[src/rtl/fb_arb_pkg.sv]
package fb_arb_pkg;

   typedef enum logic [2:0] {
      ST_SCAN = 3'd0,
      ST_TRI1 = 3'd1,
      ST_BUFW = 3'd2,
      ST_HOST = 3'd3,
      ST_TRI2 = 3'd4,
      ST_SETL = 3'd5
   } arb_state_e;

   function automatic logic is_wait_state(arb_state_e st);
      return (st == ST_TRI1) || (st == ST_BUFW) ||
             (st == ST_TRI2) || (st == ST_SETL);
   endfunction

endpackage

[src/rtl/fb_turn_timer.sv]
module fb_turn_timer #(
   parameter int WAIT_CYC = 5
) (
   input  logic clk,
   input  logic rst,
   input  logic restart,
   input  logic run,
   output logic done
);
   localparam int CW = (WAIT_CYC < 2) ? 1 : $clog2(WAIT_CYC + 1);
   localparam logic [CW-1:0] LIMIT = CW'(WAIT_CYC);

   logic [CW-1:0] cnt_q;

   generate
      if (WAIT_CYC < 1) begin : g_bad_wait
         $error("fb_turn_timer: WAIT_CYC must be at least 1");
      end
   endgenerate

   always_ff @(posedge clk) begin
      if (rst || restart) begin
         cnt_q <= '0;
      end else if (run && (cnt_q != LIMIT)) begin
         cnt_q <= cnt_q + 1'b1;
      end
   end

   assign done = (cnt_q == LIMIT);

   // the count never passes the configured limit
   assert_cnt_bound_R10: assert property (@(posedge clk) disable iff (rst)
      cnt_q <= LIMIT);

   // a restart always brings the count back to zero
   assert_restart_R10: assert property (@(posedge clk) disable iff (rst)
      restart |=> (cnt_q == '0));

endmodule

[src/rtl/fb_handover_fsm.sv]
module fb_handover_fsm
   import fb_arb_pkg::*;
(
   input  logic       clk,
   input  logic       rst,
   input  logic       scan_req,
   input  logic       wait_done,
   output arb_state_e state,
   output arb_state_e nxt_state,
   output logic       restart,
   output logic       run
);
   arb_state_e st_q;

   always_comb begin
      nxt_state = st_q;
      unique case (st_q)
         ST_SCAN: if (!scan_req) nxt_state = ST_TRI1;
         ST_TRI1: if (wait_done) nxt_state = scan_req ? ST_TRI2 : ST_BUFW;
         ST_BUFW: if (wait_done) nxt_state = scan_req ? ST_TRI2 : ST_HOST;
         ST_HOST: if (scan_req)  nxt_state = ST_TRI2;
         ST_TRI2: if (wait_done) nxt_state = ST_SETL;
         ST_SETL: if (wait_done) nxt_state = ST_SCAN;
         default: nxt_state = ST_SCAN;
      endcase
   end

   always_ff @(posedge clk) begin
      if (rst) st_q <= ST_SCAN;
      else     st_q <= nxt_state;
   end

   assign state   = st_q;
   assign restart = (nxt_state != st_q);
   assign run     = is_wait_state(st_q);

   // a wait state is left only when its timer has expired
   assert_wait_exit_R3: assert property (@(posedge clk) disable iff (rst)
      (is_wait_state(st_q) && (nxt_state != st_q)) |-> wait_done);

   // the scan-owned state holds while the engine keeps requesting
   assert_scan_hold_R2: assert property (@(posedge clk) disable iff (rst)
      ((st_q == ST_SCAN) && scan_req) |=> (st_q == ST_SCAN));

endmodule

[src/rtl/fb_bus_drive.sv]
module fb_bus_drive
   import fb_arb_pkg::*;
(
   input  logic       clk,
   input  logic       rst,
   input  arb_state_e state,
   input  arb_state_e nxt_state,
   input  logic       scan_req,
   output logic       sram_oe_n,
   output logic       xcvr_en_n,
   output logic       host_grant
);
   logic oe_n_q;
   logic xe_n_q;
   logic gnt_q;

   always_ff @(posedge clk) begin
      if (rst) begin
         oe_n_q <= 1'b1;
         xe_n_q <= 1'b1;
         gnt_q  <= 1'b0;
      end else if (nxt_state != state) begin
         unique case (state)
            ST_SCAN: oe_n_q <= 1'b1;
            ST_TRI1: if (nxt_state == ST_BUFW) xe_n_q <= 1'b0;
            ST_BUFW: begin
               if (nxt_state == ST_HOST) gnt_q  <= 1'b1;
               else                      xe_n_q <= 1'b1;
            end
            ST_HOST: begin
               gnt_q  <= 1'b0;
               xe_n_q <= 1'b1;
            end
            ST_TRI2: oe_n_q <= 1'b0;
            default: ;
         endcase
      end
   end

   assign sram_oe_n  = oe_n_q;
   assign xcvr_en_n  = xe_n_q;
   assign host_grant = gnt_q;

   // the grant exists only while the host owns the bus
   assert_grant_host_R9: assert property (@(posedge clk) disable iff (rst)
      gnt_q |-> (state == ST_HOST));

   // SRAM outputs and transceivers never drive together
   assert_no_contention_R9: assert property (@(posedge clk) disable iff (rst)
      !(!oe_n_q && !xe_n_q));

   // a request in the host-owned state releases grant and buffers together
   assert_release_R5: assert property (@(posedge clk) disable iff (rst)
      ((state == ST_HOST) && scan_req) |=> (!gnt_q && xe_n_q));

endmodule

[src/rtl/fb_bus_arbiter.sv]
module fb_bus_arbiter
   import fb_arb_pkg::*;
#(
   parameter int WAIT_CYC = 5
) (
   input  logic clk,
   input  logic rst,
   input  logic scan_req,
   output logic sram_oe_n,
   output logic xcvr_en_n,
   output logic host_grant
);
   arb_state_e state;
   arb_state_e nxt_state;
   logic       restart;
   logic       run;
   logic       wait_done;

   fb_handover_fsm u_fsm (
      .clk       (clk),
      .rst       (rst),
      .scan_req  (scan_req),
      .wait_done (wait_done),
      .state     (state),
      .nxt_state (nxt_state),
      .restart   (restart),
      .run       (run)
   );

   fb_turn_timer #(.WAIT_CYC(WAIT_CYC)) u_timer (
      .clk     (clk),
      .rst     (rst),
      .restart (restart),
      .run     (run),
      .done    (wait_done)
   );

   fb_bus_drive u_drive (
      .clk        (clk),
      .rst        (rst),
      .state      (state),
      .nxt_state  (nxt_state),
      .scan_req   (scan_req),
      .sram_oe_n  (sram_oe_n),
      .xcvr_en_n  (xcvr_en_n),
      .host_grant (host_grant)
   );

   // a late request at the end of the first wait skips straight to release
   assert_skip_R7: assert property (@(posedge clk) disable iff (rst)
      ((state == ST_TRI1) && wait_done && scan_req) |=>
         ((state == ST_TRI2) && xcvr_en_n && !host_grant));

   // a late request at the end of the buffer wait withdraws the buffers
   assert_abort_R8: assert property (@(posedge clk) disable iff (rst)
      ((state == ST_BUFW) && wait_done && scan_req) |=>
         ((state == ST_TRI2) && xcvr_en_n && !host_grant));

endmodule

[config.mk]
export PLATFORM = sky130hd
export DESIGN_NAME = fb_bus_arbiter
export DESIGN_NICKNAME = d
export VERILOG_FILES = /design/src/rtl/fb_arb_pkg.sv /design/src/rtl/fb_turn_timer.sv /design/src/rtl/fb_handover_fsm.sv /design/src/rtl/fb_bus_drive.sv /design/src/rtl/fb_bus_arbiter.sv
export SDC_FILE = /design/constraint.sdc
export NUM_CORES = 1
export LEC_CHECK = 0
export BUFFER_PORTS_ARGS = -buffer_cell sky130_fd_sc_hd__buf_2
export CORE_AREA = 4 4 41 43
export DETAILED_ROUTE_END_ITERATION = 7
export DIE_AREA = 0 0 45 47
export GPL_TIMING_DRIVEN = 0
export PLACE_DENSITY = 0.55
export SLEW_MARGIN = 15
export SYNTH_ARGS = -nofsm -noshare
export SYNTH_HDL_FRONTEND = slang
export SYNTH_SLANG_ARGS = --single-unit
[constraint.sdc]
create_clock -name clk -period 1.3 [get_ports clk]
set_input_delay 0.26 -clock clk [delete_from_list [all_inputs] [get_ports clk]]
set_output_delay 0.26 -clock clk [all_outputs]
set_load 0.005 [all_outputs]
# Word-level counts from Yosys, hierarchy flattened
# Index checks and enable logic that the tools add are counted.
[word_totals]
output_inout_bits = 3
register_bits = 9
inputBits = 3
elab_cells = 46
[op_classes]
n_eq_ne = 13
n_addsub = 1
n_reduce_logical = 12
muxes = 15
[op_table]
columns = ["cell", "n"]
rows = [
  ["3-bit 2-to-1 mux", 8],
  ["3-bit case mux with 6 select lines", 1],
  ["3-bit by 2-bit equality test with 1-bit output (second input constant)", 4],
  ["3-bit equality test (second input constant)", 3],
  ["1-bit logical OR", 4],
  ["2-bit by 1-bit != test with 1-bit output (second input constant)", 2],
  ["1-bit case mux with 2 select lines", 2],
  ["4-bit AND reduction", 1],
  ["2-bit nonzero test", 2],
  ["3-bit by 1-bit adder with 3-bit output (second input constant)", 1],
  ["3-bit by 1-bit equality test with 1-bit output (second input constant)", 1],
  ["3-bit logical NOT", 1],
  ["1-bit 2-to-1 mux", 3],
  ["3-bit != test", 1],
  ["3-bit != test (second input constant)", 1],
  ["1-bit case mux with 3 select lines", 1],
  ["3-bit AND reduction", 1],
  ["3-bit nonzero test", 1],
  ["2-bit != test (second input constant)", 1],
  ["2-bit AND reduction", 1],
  ["1-bit logical AND", 1],
]

# Logic depth before layout (Yosys ltp)
[depth]
depth_word = 6
ltp_mapped = 6
ltp_nobuf = 6

# Modules after synthesis
# Synthesis repeated with hierarchy kept, for this count alone.
[hier_totals]
hier_cells = 71
area_unflattened_um2 = 610.6
[modules_own_cells]
columns = ["module", "seq_area_each_um2", "cells_per_inst", "instances", "area_each_um2"]
rows = [
  ["fb_handover_fsm", 60.1, 30, 1, 235.2],
  ["fb_bus_drive", 60.1, 24, 1, 193.9],
  ["fb_turn_timer", 60.1, 17, 1, 181.4],
]

# Worst setup path before layout
# OpenSTA, ideal clock, no wires.
[synth_timing]
path_type = "register to register"
start = "reg u_timer.cnt_q[1]"
end = "reg u_timer.cnt_q[1]"
path_buffers = 0
path_slack_ns = -0.067
required_time_ns = 1.197
arrival_ns = 1.264
setup_ns = 0.103
stages_incl_launch_ff = 7
path_cell_list = "dfxtp_1 > inv_1 > ha_1 > nand2_1 > and3_4 > nor3_2 > a2111oi_2"
[synth_via]
elab_chain_cells = 5
[synth_lines]
columns = ["item", "line_no", "text"]
rows = [
  ["from (decl)", "fb_turn_timer.sv:13", "logic [CW-1:0] cnt_q;"],
  ["from (signal assigned)", "fb_turn_timer.sv:25", "cnt_q <= cnt_q + 1'b1;"],
  ["3-bit equality test", "fb_turn_timer.sv:29", "assign done = (cnt_q == LIMIT);"],
  ["3-bit 2-to-1 mux (on tied branches)", "--", ""],
  ["3-bit case mux with 6 select lines", "fb_handover_fsm.sv:17", "unique case (st_q)"],
  ["3-bit != test", "fb_handover_fsm.sv:34", "assign restart = (nxt_state != st_q);"],
  ["1-bit logical OR", "fb_turn_timer.sv:22", "if (rst || restart) begin"],
]
# Several ways; a longest one is shown, not always the timed one.
# A chain may end at the register's enable or synchronous reset.

# Worst setup path in the final report
[layout_timing]
start = "reg u_fsm.st_q[1] (netlist: u_fsm.state[1])"
end = "reg u_timer.cnt_q[2]"
[layout_via]
elab_chain_cells = 5
[layout_lines]
columns = ["item", "line_no", "text"]
rows = [
  ["from (decl)", "fb_handover_fsm.sv:13", "arb_state_e st_q;"],
  ["from (signal assigned)", "fb_handover_fsm.sv:30", "else st_q <= nxt_state;"],
  ["branches (longest 5 deep; another with 3-bit case mux with 6 select lines)", "--", ""],
]
# Several ways; the timed one is not identified.

==> flow_metrics.py <==
metrics = {
    "floorplan": {
        "start_util_pct": 39.1,
        "io_pins": 6,
        "core-area_mm2": 0.00130,
        "dieArea_mm2": 0.00212,
        "die_x_um": 45,
        "rows": 13,
        "die_height_um": 47,
    },
    "synthesis": {
        "synth_top_family_by_area": "simple AND/OR/NAND/NOR gates",
        "synth.area.mux_share_pct": 0,
        "synth_edf_count": 0,
        "synth_compound_area_share_pct": 18.7,
        "ys_seq_area_share_pct": 35.4,
        "netlist_area_um2": 509,
        "synth_simple_gate_area_share_pct": 32.4,
        "avgSynthCellArea_um2": 8.35,
        "synth_flop_cell": "dfxtp_1",
        "async_flop_share_pct": 0,
        "syn-num-nets": 66,
        "synthCells": 61,
        "synthDistinctLibCells": 33,
        "synth-xor-area-share_pct": 3.44,
        "synthAdderAreaFrac_pct": 4.91,
        "synth-seq-cells": 9,
        "synth_warnings": 0,
    },
    "layout": {
        "n_antenna_cell": 0,
        "final_common_cell": "nor2_1",
        "syn_to_final_growth_pct": 34.6,
        "fin_cells": 87,
        "final_cell_mix": "7 x nor2_1, 5 x dfxtp_1, 4 x a21oi_1, 4 x nor3_1, 4 x buf_2",
        "final_cell_area_um2": 686,
        "finalNetCount": 78,
        "drive_above_1_share_pct": 37.5,
    },
    "place": {
        "portBuffers": 4,
        "placed_cells": 80,
        "dp_hpwl_um": 721,
        "gp_congestion": 0.782,
        "placed_area_um2": 554,
    },
    "sta": {
        "worst_slew_pin_slew_ns": 0.468,
        "finalSetupViolations": 3,
        "relSlewSlack_pct": 68.8,
        "worst_clock_skew_ns": 0.0125,
        "rsz0062_at_grt": "yes",
        "fin_ws_ns": -0.0348,
        "hold_slack_ns": 0.397,
        "slew_violations": 0,
        "final.min_clock_period_ns": 1.33,
        "finalCritPeriodShare_pct": 103,
        "hold_violations": 0,
        "max_clock_freq_mhz": 749,
    },
    "grt": {
        "grt_util_met3_pct": 6.90,
        "gr-max-usage-layer": "met2",
        "grt_overflow": 0,
        "grt_pass1_wl_um": 2040,
        "grt_max_degree": 11,
        "use_met2_pct": 19.8,
        "grt_usage_pct": 14.2,
        "grt_pass1_vias": 430,
        "use_met1_pct": 18.1,
        "antenna_found_initial": 0,
    },
    "detailed_routing": {
        "drt_first_pass_iters": 2,
        "wl_um": 1190,
        "vias_per_cell": 5.53,
        "detail-route-antenna-nets": 0,
        "drc_errors": 0,
        "wl_per_cell_um": 13.7,
        "vias": 481,
        "drt_iter0_drc": 1,
    },
    "run": {
        "cap_viol_max_count": 0,
    },
    "clock_network": {
        "cts_tree": "done",
        "root_buffer": "clkbuf_4",
        "path_clk_slew_ns": 0.07,
        "clockBufferDepth": 2,
        "htreeDepth": 1,
        "cts_sinks": 9,
        "insertion_delay_ns": 0.28,
        "cts_hold_buffers": 0,
        "cts_buffers": 3,
    },
    "power": {
        "p_leak_nw": 0.256,
        "p_per_area_mw_per_mm2": 906,
        "vdd_ir_drop_max_uv": 724,
        "total_power_uw": 621,
    },
    "setup_path": {
        "reg2reg_to": "u_timer.cnt_q[2]",
        "crit_required_ns": 1.43,
        "worstPathArrival_ns": 1.47,
        "path_class": "flop to flop",
        "endpoint_kind": "flop",
        "rr_worst_depth": 4,
        "crit_chain": "or3_4 -> and3_4 -> nor3_4 -> nor3_1",
        "reg2reg_from": "u_fsm.state[1]",
        "critical_path.max_stage_delay_ns": 0.37,
        "reg2reg_slack_ns": -0.03,
        "start_kind": "flop",
        "path_max_fanout": 4,
        "cp_slowest_cell": "or3_4",
    },
    "hold_path": {
        "min_delay_path_depth": 2,
        "hold_path.class": "input port to flop",
        "min_to": "u_drive.host_grant",
        "hp-start": "rst",
    },
    "run_status": {
        "status": "complete, but fails checks",
        "violations": "negative setup slack",
    },
}
==> critical path, delay by kind of cell (launching register included) <==
family        cells  cell delay (ns)
flops             1             0.35
simple gates      4             0.84
==> registers in the layout (all words and copies together) (netlist names) <==
name and flops:
u_timer.cnt_q 3, u_drive.sram_oe_n 1, u_drive.host_grant 1, u_fsm.state 3
u_drive.xcvr_en_n 1
==> metal layers <==
layer,wire (µm),vias up
li1,-,246
met1,573,223
met2,533,8
met3,59,4
met4,23,0
met5,0,-
==> stage by stage <==
step	setup slack (ns)	TNS [ns]	util [%]
after floorplan	0.00864	0	-
after global placement	-0.114	-0.374	42.6
after detailed placement	-0.0989	-0.289	42.6
after CTS	-0.0416	-0.117	51.9
after global routing	-0.0849	-0.328	52.7
final	-0.0348	-0.0597	52.7
==> cells in the mapped netlist (all sizes together), types with 2 or more instances <==
master / number / area [µm²]
nor3: 5 / 30.0
nand2: 3 / 11.3
nor2: 7 / 26.3
o21ai: 3 / 15.0
nand3: 3 / 15.0
buf: 2 / 15.0
dfxtp: 9 / 180
ha: 2 / 25.0
nand3b: 2 / 15.0
clkbuf: 2 / 7.51
a21oi: 4 / 20.0
==> cell families (layout without fill, tap and decap cells) <==
group           after synthesis  after routing
compound gates               14             14
xor+xnor                      2              2
fa+ha+maj                     2              2
buf+inv                       5             16
flops                         9              9
simple gates                 29             29
==> worst max-delay path by stage <==
stage	startpoint	endpoint	slack, ns	depth (start not counted)
2_1_floorplan	u_timer.cnt_q[1]	u_timer.cnt_q[1]	0.009	6
4_1_cts	u_fsm.state[2]	u_timer.cnt_q[1]	-0.04	3
5_1_grt	u_fsm.state[1]	u_timer.cnt_q[0]	-0.08	4
3_3_place_gp	u_fsm.state[2]	u_timer.cnt_q[2]	-0.11	4
6_report	u_fsm.state[1]	u_timer.cnt_q[2]	-0.03	4
3_5_place_dp	u_fsm.state[2]	u_timer.cnt_q[1]	-0.1	4
==> power breakdown <==
part	leakage [nW]	switching [mW]	internal, mW
combinational	0.166	0.0508	0.0470
sequential	0.0751	0.0118	0.281
clock	0.0150	0.111	0.119
==> area by class of cell <==
| class | count | area [µm²] |
|---|---|---|
| clock buffers | 4 | 26.3 |
| well taps | 15 | 18.8 |
| multi-input cells | 47 | 383 |
| plain buffers | 4 | 23.8 |
| flip-flops and latches | 9 | 188 |
| repair buffers | 7 | 42.5 |
| inverters | 1 | 3.75 |
| fillers | 130 | 616 |
==> timing repair <==
| action | in CTS | in global routing |
|---|---|---|
| hold endpoints to repair | 0 | 0 |
| resized for setup | 15 | 2 |
| pin swaps | 8 | 4 |
| setup endpoints to repair | 5 | 8 |
| buffers inserted | 3 | 0 |
No activity file was read; power rests on OpenSTA's default activity.
